**src/rtl/flash_seq_pkg.sv**
```systemverilog
package flash_seq_pkg;

  typedef enum logic [2:0] {
    MD_IDLE  = 3'd0,
    MD_PROG  = 3'd1,
    MD_ERASE = 3'd2,
    MD_PVFY  = 3'd3,
    MD_EVFY  = 3'd4
  } fmode_e;

  localparam int unsigned ERR_W     = 5;
  localparam int unsigned ERR_SEQ   = 0;
  localparam int unsigned ERR_WAIT  = 1;
  localparam int unsigned ERR_PAGE  = 2;
  localparam int unsigned ERR_BLANK = 3;
  localparam int unsigned ERR_LIMIT = 4;

  // control register bit positions (software decodes these)
  localparam int unsigned CB_SWE = 0;
  localparam int unsigned SB_PSU = 0;
  localparam int unsigned SB_ESU = 1;

  // address sits on a page boundary (page size is a power of two)
  function automatic logic on_page_start(input logic [31:0] a, input int unsigned pb);
    logic [31:0] m;
    m = pb - 1;
    return (a & m) == 32'd0;
  endfunction

  // address the next byte of a page must carry
  function automatic logic [31:0] next_addr(input logic [31:0] base, input logic [31:0] idx);
    return base + idx;
  endfunction

  // one-hot action field -> mode (caller guarantees at most one bit)
  function automatic fmode_e acts_to_mode(input logic [3:0] a);
    fmode_e m;
    m = MD_IDLE;
    if (a[0]) m = MD_PROG;
    else if (a[1]) m = MD_ERASE;
    else if (a[2]) m = MD_PVFY;
    else if (a[3]) m = MD_EVFY;
    return m;
  endfunction

endpackage

```
**src/rtl/flash_us_tick.sv**
```systemverilog
module flash_us_tick #(
  parameter int unsigned DIV = 8
) (
  input  logic clk,
  input  logic rst_n,
  output logic tick
);
  localparam int unsigned CW = (DIV > 1) ? $clog2(DIV) : 1;
  localparam logic [CW-1:0] LAST = CW'(DIV - 1);

  logic [CW-1:0] cnt;

  always_ff @(posedge clk or negedge rst_n) begin
    if (!rst_n)           cnt <= '0;
    else if (cnt == LAST) cnt <= '0;
    else                  cnt <= cnt + 1'b1;
  end

  assign tick = (cnt == LAST);
endmodule

```
**src/rtl/flash_us_wait.sv**
```systemverilog
module flash_us_wait #(
  parameter int unsigned WAIT_W = 8
) (
  input  logic              clk,
  input  logic              rst_n,
  input  logic              tick,
  input  logic              restart,
  input  logic [WAIT_W-1:0] target,
  output logic              done
);
  // one extra bit so a partial first tick never shortens the wait
  logic [WAIT_W:0] elapsed;

  always_ff @(posedge clk or negedge rst_n) begin
    if (!rst_n)                     elapsed <= '0;
    else if (restart)               elapsed <= '0;
    else if (tick && elapsed != '1) elapsed <= elapsed + 1'b1;
  end

  assign done = elapsed > {1'b0, target};


  restart_clears_chk: assert property (@(posedge clk) disable iff (!rst_n)
    restart |=> !done);
endmodule

```
**src/rtl/flash_page_latch.sv**
```systemverilog
module flash_page_latch
  import flash_seq_pkg::*;
#(
  parameter int unsigned ADDR_W     = 16,
  parameter int unsigned PAGE_BYTES = 32
) (
  input  logic                    clk,
  input  logic                    rst_n,
  input  logic                    wr_en,
  input  logic [ADDR_W-1:0]       wr_addr,
  input  logic [7:0]              wr_data,
  input  logic                    clear,
  output logic                    full,
  output logic                    fault,
  output logic [ADDR_W-1:0]       base,
  output logic [PAGE_BYTES*8-1:0] data
);
  localparam int unsigned CNT_W = $clog2(PAGE_BYTES + 1);

  logic [CNT_W-1:0]  cnt;
  logic [ADDR_W-1:0] base_q;
  logic              first, accept, bad_addr;

  assign first = (cnt == '0);
  assign full  = (cnt == CNT_W'(PAGE_BYTES));

  always_comb begin
    if (first) bad_addr = !on_page_start(32'(wr_addr), PAGE_BYTES);
    else       bad_addr = 32'(wr_addr) != next_addr(32'(base_q), 32'(cnt));
  end

  assign fault  = wr_en && !clear && (full || bad_addr);
  assign accept = wr_en && !clear && !fault;

  always_ff @(posedge clk or negedge rst_n) begin
    if (!rst_n) begin
      cnt    <= '0;
      base_q <= '0;
    end else if (clear || fault) begin
      cnt <= '0;
    end else if (accept) begin
      if (first) base_q <= wr_addr;
      cnt <= cnt + 1'b1;
    end
  end

  for (genvar g = 0; g < PAGE_BYTES; g++) begin : g_byte
    logic [7:0] byte_q;
    always_ff @(posedge clk or negedge rst_n) begin
      if (!rst_n)                              byte_q <= '0;
      else if (accept && cnt == CNT_W'(g)) byte_q <= wr_data;
    end
    assign data[g*8 +: 8] = byte_q;
  end

  assign base = base_q;


  base_aligned_chk: assert property (@(posedge clk) disable iff (!rst_n)
    (cnt != '0) |-> on_page_start(32'(base_q), PAGE_BYTES));

  fill_bound_chk: assert property (@(posedge clk) disable iff (!rst_n)
    cnt <= CNT_W'(PAGE_BYTES));
endmodule

```
**src/rtl/flash_seq_ctrl.sv**
```systemverilog
module flash_seq_ctrl
  import flash_seq_pkg::*;
#(
  parameter int unsigned ADDR_W     = 16,
  parameter int unsigned PAGE_BYTES = 32,
  parameter int unsigned TICK_DIV   = 8,
  parameter int unsigned WAIT_W     = 8,
  parameter int unsigned MAX_TRIES  = 16,
  localparam int unsigned TRY_W     = $clog2(MAX_TRIES + 1)
) (
  input  logic                    clk,
  input  logic                    rst_n,
  input  logic                    fwe_i,
  input  logic                    reg_wr,
  input  logic                    reg_sel,
  input  logic [7:0]              reg_wdata,
  input  logic [WAIT_W-1:0]       swe_wait_us,
  input  logic [WAIT_W-1:0]       setup_wait_us,
  input  logic                    bw_valid,
  input  logic [ADDR_W-1:0]       bw_addr,
  input  logic [7:0]              bw_data,
  input  logic                    bw_blank,
  input  logic                    rd_req,
  output logic                    rd_ok,
  output logic                    rd_stall,
  output logic [2:0]              mode_o,
  output logic [ERR_W-1:0]        err_o,
  output logic [TRY_W-1:0]        tries_o,
  output logic                    arr_start,
  output logic [ADDR_W-1:0]       pg_base_o,
  output logic [PAGE_BYTES*8-1:0] pg_data_o
);
  localparam int unsigned N_TMR   = 2;
  localparam int unsigned TMR_SWE = 0;
  localparam int unsigned TMR_SU  = 1;
  localparam logic [TRY_W-1:0] TRY_MAX = TRY_W'(MAX_TRIES);

  // ---------------- state ----------------
  fmode_e           mode_q, mode_n;
  logic             swe_q, swe_n, psu_q, psu_n, esu_q, esu_n;
  logic [ERR_W-1:0] err_q, err_set, data_evt;
  logic [TRY_W-1:0] tries_q;
  logic             arr_start_q;

  // ---------------- named events ----------------
  logic       a_wr, b_wr, clr_all, try_inc, page_clr, pg_wr;
  logic       enter_pe, busy;
  logic       us_tick, pg_full, pg_fault;
  logic [3:0] acts;
  fmode_e     acts_mode;
  logic [N_TMR-1:0]  tmr_restart, tmr_done;
  logic [WAIT_W-1:0] tmr_target [N_TMR];

  assign a_wr      = reg_wr && !reg_sel;
  assign b_wr      = reg_wr && reg_sel;
  assign acts      = reg_wdata[4:1];
  assign acts_mode = acts_to_mode(acts);
  assign busy      = (mode_q == MD_PROG) || (mode_q == MD_ERASE);

  // ---------------- timing ----------------
  flash_us_tick #(.DIV(TICK_DIV)) u_tick (.clk(clk), .rst_n(rst_n), .tick(us_tick));

  assign tmr_target[TMR_SWE] = swe_wait_us;
  assign tmr_target[TMR_SU]  = setup_wait_us;

  for (genvar t = 0; t < N_TMR; t++) begin : g_wait
    flash_us_wait #(.WAIT_W(WAIT_W)) u_wait (
      .clk(clk), .rst_n(rst_n), .tick(us_tick),
      .restart(tmr_restart[t]), .target(tmr_target[t]), .done(tmr_done[t]));
  end

  // ---------------- page latch ----------------
  flash_page_latch #(.ADDR_W(ADDR_W), .PAGE_BYTES(PAGE_BYTES)) u_page (
    .clk(clk), .rst_n(rst_n), .wr_en(pg_wr), .wr_addr(bw_addr), .wr_data(bw_data),
    .clear(page_clr || clr_all), .full(pg_full), .fault(pg_fault),
    .base(pg_base_o), .data(pg_data_o));

  // ---------------- sequencing rules ----------------
  always_comb begin
    mode_n      = mode_q;
    swe_n       = swe_q;
    psu_n       = psu_q;
    esu_n       = esu_q;
    err_set     = '0;
    clr_all     = 1'b0;
    try_inc     = 1'b0;
    page_clr    = 1'b0;
    pg_wr       = 1'b0;
    tmr_restart = '0;

    if (a_wr) begin
      if (!reg_wdata[CB_SWE]) begin
        clr_all = 1'b1;
        mode_n  = MD_IDLE;
      end else begin
        swe_n = 1'b1;
        tmr_restart[TMR_SWE] = !swe_q;
        if (acts == 4'd0) begin
          mode_n = MD_IDLE;
        end else if ($countones(acts) > 1 || !swe_q) begin
          err_set[ERR_SEQ] = 1'b1;
          mode_n = MD_IDLE;
        end else if (mode_q != MD_IDLE && acts_mode != mode_q) begin
          err_set[ERR_SEQ] = 1'b1;
          mode_n = MD_IDLE;
        end else if (mode_q == MD_IDLE) begin
          unique case (acts_mode)
            MD_PROG: if (fwe_i) begin
              if (!psu_q)                  err_set[ERR_SEQ]   = 1'b1;
              else if (!tmr_done[TMR_SU])  err_set[ERR_WAIT]  = 1'b1;
              else if (tries_q == TRY_MAX) err_set[ERR_LIMIT] = 1'b1;
              else if (!pg_full) begin
                err_set[ERR_PAGE] = 1'b1;
                page_clr = 1'b1;
              end else begin
                mode_n  = MD_PROG;
                try_inc = 1'b1;
              end
            end
            MD_ERASE: if (fwe_i) begin
              if (!esu_q)                 err_set[ERR_SEQ]  = 1'b1;
              else if (!tmr_done[TMR_SU]) err_set[ERR_WAIT] = 1'b1;
              else                        mode_n = MD_ERASE;
            end
            MD_PVFY, MD_EVFY: begin
              if (psu_q || esu_q) err_set[ERR_SEQ] = 1'b1;
              else                mode_n = acts_mode;
            end
            default: ;
          endcase
        end
      end
    end

    if (b_wr) begin
      if (reg_wdata[SB_PSU] && reg_wdata[SB_ESU]) begin
        err_set[ERR_SEQ] = 1'b1;
      end else if ((reg_wdata[SB_PSU] || reg_wdata[SB_ESU]) && !fwe_i) begin
        // gated off by the board-level enable: ignored
      end else if (!swe_q || mode_q != MD_IDLE) begin
        err_set[ERR_SEQ] = 1'b1;
      end else begin
        psu_n = reg_wdata[SB_PSU];
        esu_n = reg_wdata[SB_ESU];
        tmr_restart[TMR_SU] = (reg_wdata[SB_PSU] && !psu_q) ||
                              (reg_wdata[SB_ESU] && !esu_q);
      end
    end

    if (bw_valid && swe_q && !clr_all) begin
      if (!tmr_done[TMR_SWE])    err_set[ERR_WAIT] = 1'b1;
      else if (mode_q != MD_IDLE) err_set[ERR_SEQ] = 1'b1;
      else                       pg_wr = 1'b1;
    end

    if (mode_q == MD_PROG && mode_n != MD_PROG) page_clr = 1'b1;
  end

  always_comb begin
    data_evt = '0;
    data_evt[ERR_PAGE]  = pg_fault;
    data_evt[ERR_BLANK] = pg_wr && !pg_fault && !page_clr && !bw_blank;
  end

  assign enter_pe = (mode_n == MD_PROG || mode_n == MD_ERASE) && (mode_n != mode_q);

  always_ff @(posedge clk or negedge rst_n) begin
    if (!rst_n) begin
      mode_q      <= MD_IDLE;
      swe_q       <= 1'b0;
      psu_q       <= 1'b0;
      esu_q       <= 1'b0;
      err_q       <= '0;
      tries_q     <= '0;
      arr_start_q <= 1'b0;
    end else if (clr_all) begin
      mode_q      <= MD_IDLE;
      swe_q       <= 1'b0;
      psu_q       <= 1'b0;
      esu_q       <= 1'b0;
      err_q       <= '0;
      tries_q     <= '0;
      arr_start_q <= 1'b0;
    end else begin
      mode_q      <= mode_n;
      swe_q       <= swe_n;
      psu_q       <= psu_n;
      esu_q       <= esu_n;
      err_q       <= err_q | err_set | data_evt;
      tries_q     <= tries_q + TRY_W'(try_inc);
      arr_start_q <= enter_pe;
    end
  end

  assign mode_o    = mode_q;
  assign err_o     = err_q;
  assign tries_o   = tries_q;
  assign arr_start = arr_start_q;
  assign rd_ok     = rd_req && !busy;
  assign rd_stall  = rd_req && busy;

  // ---------------- checks ----------------

  start_needs_fwe_chk: assert property (@(posedge clk) disable iff (!rst_n)
    arr_start |-> $past(fwe_i));

  start_after_setup_chk: assert property (@(posedge clk) disable iff (!rst_n)
    arr_start |-> $past(tmr_done[TMR_SU]));

  prog_from_full_chk: assert property (@(posedge clk) disable iff (!rst_n)
    (mode_q == MD_PROG && $past(mode_q) != MD_PROG) |-> $past(pg_full));

  tries_bound_chk: assert property (@(posedge clk) disable iff (!rst_n)
    tries_q <= TRY_MAX);

  swe_clear_chk: assert property (@(posedge clk) disable iff (!rst_n)
    clr_all |=> (err_q == '0 && tries_q == '0 && mode_q == MD_IDLE));
endmodule

```
**config.mk**
```make
export PLATFORM = sky130hd
export DESIGN_NAME = flash_seq_ctrl
export DESIGN_NICKNAME = d
export VERILOG_FILES = /design/src/rtl/flash_seq_pkg.sv /design/src/rtl/flash_us_tick.sv /design/src/rtl/flash_us_wait.sv /design/src/rtl/flash_page_latch.sv /design/src/rtl/flash_seq_ctrl.sv
export SDC_FILE = /design/constraint.sdc
export NUM_CORES = 1
export LEC_CHECK = 0
export BUFFER_PORTS_ARGS = -buffer_cell sky130_fd_sc_hd__buf_2
export CELL_PAD_IN_SITES_DETAIL_PLACEMENT = 1
export CELL_PAD_IN_SITES_GLOBAL_PLACEMENT = 1
export CORE_ASPECT_RATIO = 1.25
export CORE_UTILIZATION = 47
export DETAILED_ROUTE_END_ITERATION = 16
export PLACE_DENSITY_LB_ADDON = 0.1
export SETUP_SLACK_MARGIN = 0.02
export SLEW_MARGIN = 40
export SYNTH_ARGS = -nofsm -noshare
export SYNTH_HDL_FRONTEND = slang
export SYNTH_SLANG_ARGS = --single-unit
export TNS_END_PERCENT = 30
```
**constraint.sdc**
```tcl
create_clock -name clk -period 10.9 [get_ports clk]
set_clock_uncertainty 0.15 [all_clocks]
set_input_delay 0.545 -clock clk [delete_from_list [all_inputs] [get_ports clk]]
set_output_delay 0.545 -clock clk [all_outputs]
set_load 0.03 [all_outputs]
```
==> results.md, run 1 <==
* Reg clk slew, reported paths at 0.06 ns
* Vias in the first global route at 10600
* Drt first pass iters at 4
* Sequential share of power at 47.9%
* Synthesis Warnings at 0
* Pint at 1.94 mW
* Core ar. at 0.0303 sq mm
* Clock Sinks at 316
* Lkg Pwr at 9.88 nW
* Synthesized cell area at 0.0146 sq mm
* Placer Congestion at 0.819
* PortBufs at 340
* Layout cell share with drive strength beyond 1 at 47.9%
* Worst-case clock buffer depth at 3
* Worst Hold Path EP: err_o[3]$_DFF_PN0_
* Max-slew violations at 0
* Synth cell types at 66
* Largest net degree at the start of global routing at 86
* WL/cell at 22.4 um
* Max Cap Violations at 0
* Worst hold path type: in2reg
* Detailed Route WL at 40800 um
* Synth Instances at 1090
* Vias per cell at 5.44
* Busiest grt layer: met2
* Final nets at 1493
* Max rail drop VDD at 112 uV
* DRT iter0 DRCs at 485
* Register-to-register path setup slack at 6.47 ns
* M1 GR Usage at 32.1%
* Logic pwr share at 8.3%
* FF-to-FF path depth at 12
* Tcrit/Tclk final at 40.6%
* Net switching power at 644 uW
* Met2 global-route usage at 46.5%
* Layout area overhead at 20.8%
* Post-synthesis sequential area ratio at 54.1%
* H-tree level count at 2
* Hold_sp: bw_blank
* Relative slew slack at 42.3%
* Chip Height at 199 um
* Final setup fails at 0
* Fmax at 0.226 GHz
* Hold path depth at 2
* Pwr per Cell Area at 146 mW/mm^2
* Most frequent cells in the layout: 337 x buf_2, 316 x dfrtp_1, 170 x mux2_2
* GRT Resource Usage Total at 26.0%
* Setup TNS at 0 ns
* Die Area at 0.0318 sq mm
* Worst R2R Start: u_page.cnt[0]$_DFFE_PN0P_
* First-pass GRT wire length at 63700 um
* DR DRC count at 0
* TritonCTS clock tree: yes
* CTS root buf: clkbuf_16
* Dominant synthesized flop cell: dfrtp_1
* Run status: finished, final reports clean
* GRT Residual Overflow at 0
* Syn nets at 1184
* Min Tclk post-route at 4.43 ns
* Filler instances at 3148
* Skew-Pair Late Insertion Delay at 0.52 ns
* Unrepaired setup endpoints after global routing: false
* Post-synth EDFFs at 0
* TritonCTS Buffers at 34
* CP max FO at 13
* Final Total Pwr at 2.58 mW
* Post-DRT Antenna Nets at 0
* Sw frac at 25.0%
* Commonest non-fill, non-tap cell in the layout: buf_2
* Hold Vio Cnt, Final at 0
* Initial cell density of the core at 48.2%
* Via count at 9919
* Cts repair resizes at 0
* #FFs+latches synth at 316
* RR Endpoint: u_page.g_byte[4].byte_q[1]$_DFFE_PN0P_
* Critical Path AT at 4.69 ns
* Startpoint Class: flip-flop
* CP Capture Type: flip-flop
* Syn Area/Cell at 13.4 sq um
* Critical Path RT at 11.16 ns
* Global Route met3 Usage at 4.61%
* Worst-Margin Slew at 0.866 ns
* FFs w/ async S/R, synth at 100%
* Clock network power share at 43.8%
* Rows at 71
* Initial antenna violation count at 2
* DP HPWL at 28800 um
* Ports at 344
* Die width at 160 um
* Setup Crit Path Kind: reg2reg
worst max-delay path, stage by stage, from the launching register on:
cell	delay, ns
dfrtp_1	0.46
ha_1	0.24
inv_1	0.06
fa_1	0.42
nor2b_1	0.22
o21bai_4	0.09
a211o_1	0.33
mux2_2	0.24
o211ai_2	0.30
nor3_4	0.59
buf_6	0.25
and3_1	0.58
mux2_4	0.35
metrics by stage:
stage / util [%] / hold slack [ns] / instances / setup WS (ns) / area, sq um
after floorplan: - / 0.0994 / 1090 / 7.36 / 14600
after global placement: 54.3 / 0.266 / 1759 / 6.17 / 16400
after detailed placement: 54.6 / 0.270 / 1763 / 6.38 / 16500
after CTS: 58.2 / 0.0559 / 1822 / 6.44 / 17600
after global routing: 58.2 / 0.0706 / 1824 / 6.21 / 17600
final: 58.2 / 0.0764 / 1824 / 6.47 / 17600
logic make-up (layout without fill, tap and decap cells):
kind of cell	Yosys count	after routing	share of synthesized area [%]
AND/OR/NAND/NOR	230	230	8.65
flip-flops	316	316	54.1
XOR/XNOR	45	45	2.70
AO/OA/AOI/OAI	83	83	4.30
other	0	2	0
adder cells (fa/ha/maj)	38	38	3.36
multiplexers	272	272	23.2
buffers and inverters	106	437	3.69
how the worst max path moves through the flow:
stage,startpoint,to,slack (ns)
after CTS,u_page.cnt[0]$_DFFE_PN0P_,u_page.g_byte[4].byte_q[5]$_DFFE_PN0P_,6.44
after global placement,reg_wdata[1],u_page.g_byte[4].byte_q[4]$_DFFE_PN0P_,6.17
after floorplan,u_page.base[0]$_DFFE_PN0P_,u_page.g_byte[6].byte_q[0]$_DFFE_PN0P_,7.36
final,u_page.cnt[0]$_DFFE_PN0P_,u_page.g_byte[4].byte_q[1]$_DFFE_PN0P_,6.47
after global routing,u_page.cnt[0]$_DFFE_PN0P_,u_page.g_byte[4].byte_q[5]$_DFFE_PN0P_,6.21
after detailed placement,reg_wdata[1],u_page.g_byte[4].byte_q[6]$_DFFE_PN0P_,6.38
cells in the mapped netlist, drive strengths merged (4+ instances only):
| cell type | instances | area share, % |
|---|---|---|
| and3 | 20 | 0.86 |
| nand2 | 44 | 1.1 |
| a21o | 4 | 0.21 |
| nor4 | 4 | 0.21 |
| mux2i | 6 | 0.41 |
| nor2b | 16 | 0.69 |
| a21oi | 25 | 0.86 |
| a211oi | 5 | 0.29 |
| nor2 | 53 | 1.4 |
| mux2 | 266 | 23 |
| nand4 | 15 | 0.73 |
| nor3 | 14 | 0.51 |
| xor2 | 21 | 1.3 |
| ha | 36 | 3.1 |
| buf | 38 | 1.9 |
| dfrtp | 316 | 54 |
| nand2b | 4 | 0.17 |
| nand3 | 28 | 1.1 |
| o211ai | 7 | 0.68 |
| inv | 31 | 0.80 |
| o31ai | 4 | 0.21 |
| or4 | 10 | 0.75 |
| or3 | 8 | 0.34 |
| clkbuf | 37 | 0.96 |
| xnor2 | 24 | 1.4 |
| o21ai | 10 | 0.34 |
sequential cells by signal, indices dropped and copies added, names as in the netlist:
register and flops:
arr_start 1, tries_o 5, u_page.cnt 6, g_wait.u_wait.elapsed 18, mode_o 3, esu_q 1
swe_q 1, u_page.g_byte.byte_q 256, u_tick.cnt 3, psu_q 1, u_page.base 16, err_o 5
power groups by stage:
stage          clock [mW]  combinational [mW]  sequential (mW)
2_1_floorplan           0               0.118             1.26
3_3_place_gp            0               0.206             1.26
3_5_place_dp            0               0.218             1.26
4_1_cts              1.16               0.219             1.24
5_1_grt              1.20               0.244             1.24
6_report             1.13               0.215             1.24
routing by layer:
metal  up-vias  share of wire (%)
met5         -                  0
met4         0                2.3
met3        59                5.1
met2       268                 52
met1      5134                 40
li1       4458                  -
what timing repair did:
item	4_1_cts	5_1_grt
setup buffers	0	0
endpoints found under the setup margin	0	0
endpoints found under the hold margin	41	0
hold buffers	1	0
cell type report:
class | instances | area (sq um) | area share, %
clock buffer | 51 | 996 | 5.65
clock inverter | 7 | 82.6 | 0.468
multi-input combinational | 668 | 6180 | 35.0
sequential | 316 | 7910 | 44.8
tap | 401 | 502 | 2.84
inverter | 31 | 116 | 0.660
antenna | 2 | 5.00 | 0.0284
timing repair buffer | 348 | 1850 | 10.5
(Power assumes the default switching activity.)
==> inputs of run 2 (changes only) <==
ABC_AREA = 1   (was unset)
CORE_UTILIZATION = 40   (was 47)
clock period = 4.12 ns   (was 10.9 ns; I/O delays follow)
==> run 2 against run 1 <==
Net effect: sequential power grew to 2.7 times the previous value; final cell count grew 46%; first-iteration DRC count grew 44%; total power grew to 2.9 times the previous value; critical path depth grew 11; core utilization shrank 7.9 points; critical path type unchanged; largest cell class unchanged.
==> results.md, run 2 <==
* Run status: finished, final reports clean
* Top cells by count, synth: 725 x nand2_1, 326 x nand3_1, 316 x dfrtp_1
* DP HPWL at 34300 um (+19%)
* WL/cell at 18.8 um (-16%)
* Syn Area/Cell at 8.16 sq um (-39%)
* Worst hold path type: in2async
* Vias per cell at 5.18 (-4.7%)
* Post-DRT Antenna Nets at 0 (unchanged)
* PortBufs at 340 (unchanged)
* Pint at 5.29 mW (+170%)
* Vias in the first global route at 14100 (+34%)
* Ports at 344 (unchanged)
* Critical path's most frequent cell: nand2_1
* Diode count at 0 (-2)
* Critical Path RT at 4.36 ns (-6.80 ns)
* Sequential share of power at 45.9% (-2.0 points)
* Syn nets at 1916 (+62%)
* Startpoint Class: flip-flop
* Setup Crit Path Kind: reg2reg
* Dominant synthesized flop cell: dfrtp_1
* Commonest non-fill, non-tap cell in the layout: nand2_1
* Largest stage delay, worst path at 0.44 ns (-0.15 ns)
* TritonCTS clock tree: yes
* Synth Instances at 1822 (+67%)
* Final Non-Filler Cells at 2670 (+46%)
* Drt first pass iters at 5 (+1)
* CP max FO at 53 (+40)
* Yosys top cell by area: dfrtp_1
* Critical Path AT at 4.01 ns (-0.68 ns)
* Core ar. at 0.0365 sq mm (+20%)
* Sw frac at 28.7% (+3.8 points)
* Final Core Density at 50.3% (-7.9 points)
* Setup slack after layout at 0.350 ns (-6.12 ns)
* TritonCTS Buffers at 34 (unchanged)
* Synth cell types at 42 (-36%)
* Design area at 0.0184 sq mm (+4.2%)
* Lkg Pwr at 10.9 nW (+10%)
* Clock network power share at 40.3% (-3.5 points)
* Placer Congestion at 0.855 (+4.4%)
* Max FFs per register at 256 (unchanged)
* GRT Resource Usage Total at 26.6% (+0.56 points)
* Largest net degree at the start of global routing at 101 (+17%)
* Die width at 174 um (+9.2%)
* CTS root buf: clkbuf_16
* Register Area at 0.00791 sq mm (unchanged)
* DR DRC count at 0 (unchanged)
* Top-count cell post-synth: nand2_1
* CP Capture Type: flip-flop
* Reg clk slew, reported paths at 0.06 ns (about the same)
* Synthesis Warnings at 0 (unchanged)
* Crit-path slowest cell: dfrtp_1
* Clock Sinks at 316 (unchanged)
* Final setup fails at 0 (unchanged)
* Max Cap Violations at 0 (unchanged)
* Layout area overhead at 23.6%
* Rows at 78 (+9.9%)
* DRT iter0 DRCs at 700 (+44%)
* Detailed Route WL at 50300 um (+23%)
* #FFs+latches synth at 316 (unchanged)
* Worst-case clock buffer depth at 3 (unchanged)
* H-tree level count at 2 (unchanged)
* Placed cell count at 2592 (+47%)
* Setup WS pre-CTS at 0.391 ns (-5.98 ns)
* Delay-heaviest family, CP: simple AND/OR/NAND/NOR gates
* Worst-Margin Slew at 0.782 ns (-0.0844 ns)
* Hold Vio Cnt, Final at 0 (unchanged)
* Net switching power at 2.13 mW (+230%)
* Tcrit/Tclk final at 91.5% (+51 points)
* Chip Height at 218 um (+9.2%)
* Layout cell share with drive strength beyond 1 at 20.2% (-28 points)
* Die Area at 0.0379 sq mm (+19%)
* First-pass GRT wire length at 79100 um (+24%)
* Multi-input gate area at 0.00619 sq mm (+0.12%)
* Biggest register: u_page.g_byte.byte_q
* Final nets at 2263 (+52%)
* Buf+Inv Stages, Crit Path at 5 (+3)
* Pwr per Cell Area at 404 mW/mm^2 (+180%)
* Synthesized cell area at 0.0149 sq mm (+1.7%)
* Share of the synthesized area in the top cell type at 53.2% (-0.93 points)
* Area contributors post-synth: dfrtp_1 53%, nand2_1 18%, nand3_1 11%
* Post-synthesis sequential area ratio at 53.2% (-0.93 points)
* Max-slew violations at 0 (unchanged)
* Worst Hold Margin at 0.0403 ns (-0.0361 ns)
* Via count at 13800 (+39%)
* Fmax at 0.265 GHz (+17%)
* Min Tclk post-route at 3.77 ns (-0.655 ns)
* Initial cell density of the core at 40.7% (-7.5 points)
* Initial antenna violation count at 0 (-2)
* Logic pwr share at 13.8% (+5.5 points)
* Max rail drop VDD at 283 uV (+150%)
* Cell area after placement at 0.0170 sq mm (+3.1%)
* Most frequent cells in the layout: 709 x nand2_1, 331 x buf_2, 326 x nand3_1
* Filler instances at 4525 (+44%)
* FFs w/ async S/R, synth at 100% (unchanged)
* Skew-Pair Late Insertion Delay at 0.53 ns (about the same)
* GRT Residual Overflow at 0 (unchanged)
* Post-synth EDFFs at 0 (unchanged)
* Critical path, cell by cell: ha_1 -> inv_1 -> fa_1 -> inv_1 -> nand3_1 -> nand2_1 -> nand2_1 -> nand2_1 -> nand3_1 -> nand2_1 -> nand2_1 -> inv_1 -> nand2_1 -> nor2_1 -> nand3_1 -> nand2_1 -> nand2_1 -> nor2_4 -> buf_12 -> buf_12 -> nand2_1 -> nand2_1 -> nand2_1
* Relative slew slack at 47.7% (+5.4 points)
* Unrepaired setup endpoints after global routing: true
## run 2: cell families after synthesis
| family | count (synthesis) | share of synthesized area, % |
|---|---|---|
| adders and majority gates | 38 | 3.30 |
| DFF | 316 | 53.2 |
| buffers and inverters | 182 | 5.49 |
| and+or+nand+nor | 1192 | 33.6 |
| AOI/OAI and AO/OA | 65 | 2.67 |
| xor gates and xnor gates | 29 | 1.71 |
## run 2: path summary, 6_finish.rpt
kind	from	endpoint	slack, ns	cells after the start
min reg2reg	u_tick.cnt[0]$_DFF_PN0_	u_tick.cnt[0]$_DFF_PN0_	0.30	1
max in group asynchronous	rst_n	u_page.g_byte[7].byte_q[2]$_DFFE_PN0P_	2.43	4
max	u_page.cnt[0]$_DFFE_PN0P_	u_page.g_byte[4].byte_q[3]$_DFFE_PN0P_	0.35	23
min	rst_n	u_page.g_byte[3].byte_q[5]$_DFFE_PN0P_	0.04	2
max reg2reg	u_page.cnt[0]$_DFFE_PN0P_	u_page.g_byte[4].byte_q[3]$_DFFE_PN0P_	0.35	23
min in group clk	bw_data[3]	u_page.g_byte[15].byte_q[3]$_DFFE_PN0P_	0.07	3
## run 2: layer usage
metal	up-vias	part of all wire (%)	track usage (%)
li1	6552	-	-
met1	6838	42	33.3
met2	342	50	46.6
met3	98	4.5	3.91
met4	0	3.5	9.39
met5	-	0	0
## run 2: layout make-up
| class | instances | share of cell area [%] |
|---|---|---|
| timing repair buffer | 378 | 11.9 |
| tap | 480 | 3.27 |
| clock inverter | 8 | 0.402 |
| sequential | 316 | 43.0 |
| inverter | 115 | 2.35 |
| multi-input combinational | 1324 | 33.7 |
| clock buffer | 49 | 5.38 |
## run 2: power by group through the flow
stage / clock network, mW / logic, mW / registers [mW]
finish: 2.99 / 1.03 / 3.40
detailed placement: 0 / 1.01 / 3.46
global route: 3.17 / 1.14 / 3.42
global placement: 0 / 0.977 / 3.45
floorplan: 0 / 0.442 / 3.61
CTS: 3.05 / 1.04 / 3.40
## run 2: timing repair
item	in CTS	in global routing
gates resized for setup	0	16
buffers inserted	0	0
hold buffers	20	0
setup endpoints to repair	0	88
endpoints found under the hold margin	116	0
## run 2: metrics by stage
step / power, mW / setup TNS (ns)
after floorplan: 4.05 / 0
after global placement: 4.43 / 0
after detailed placement: 4.47 / 0
after CTS: 7.49 / 0
after global routing: 7.74 / -0.138
final: 7.42 / 0
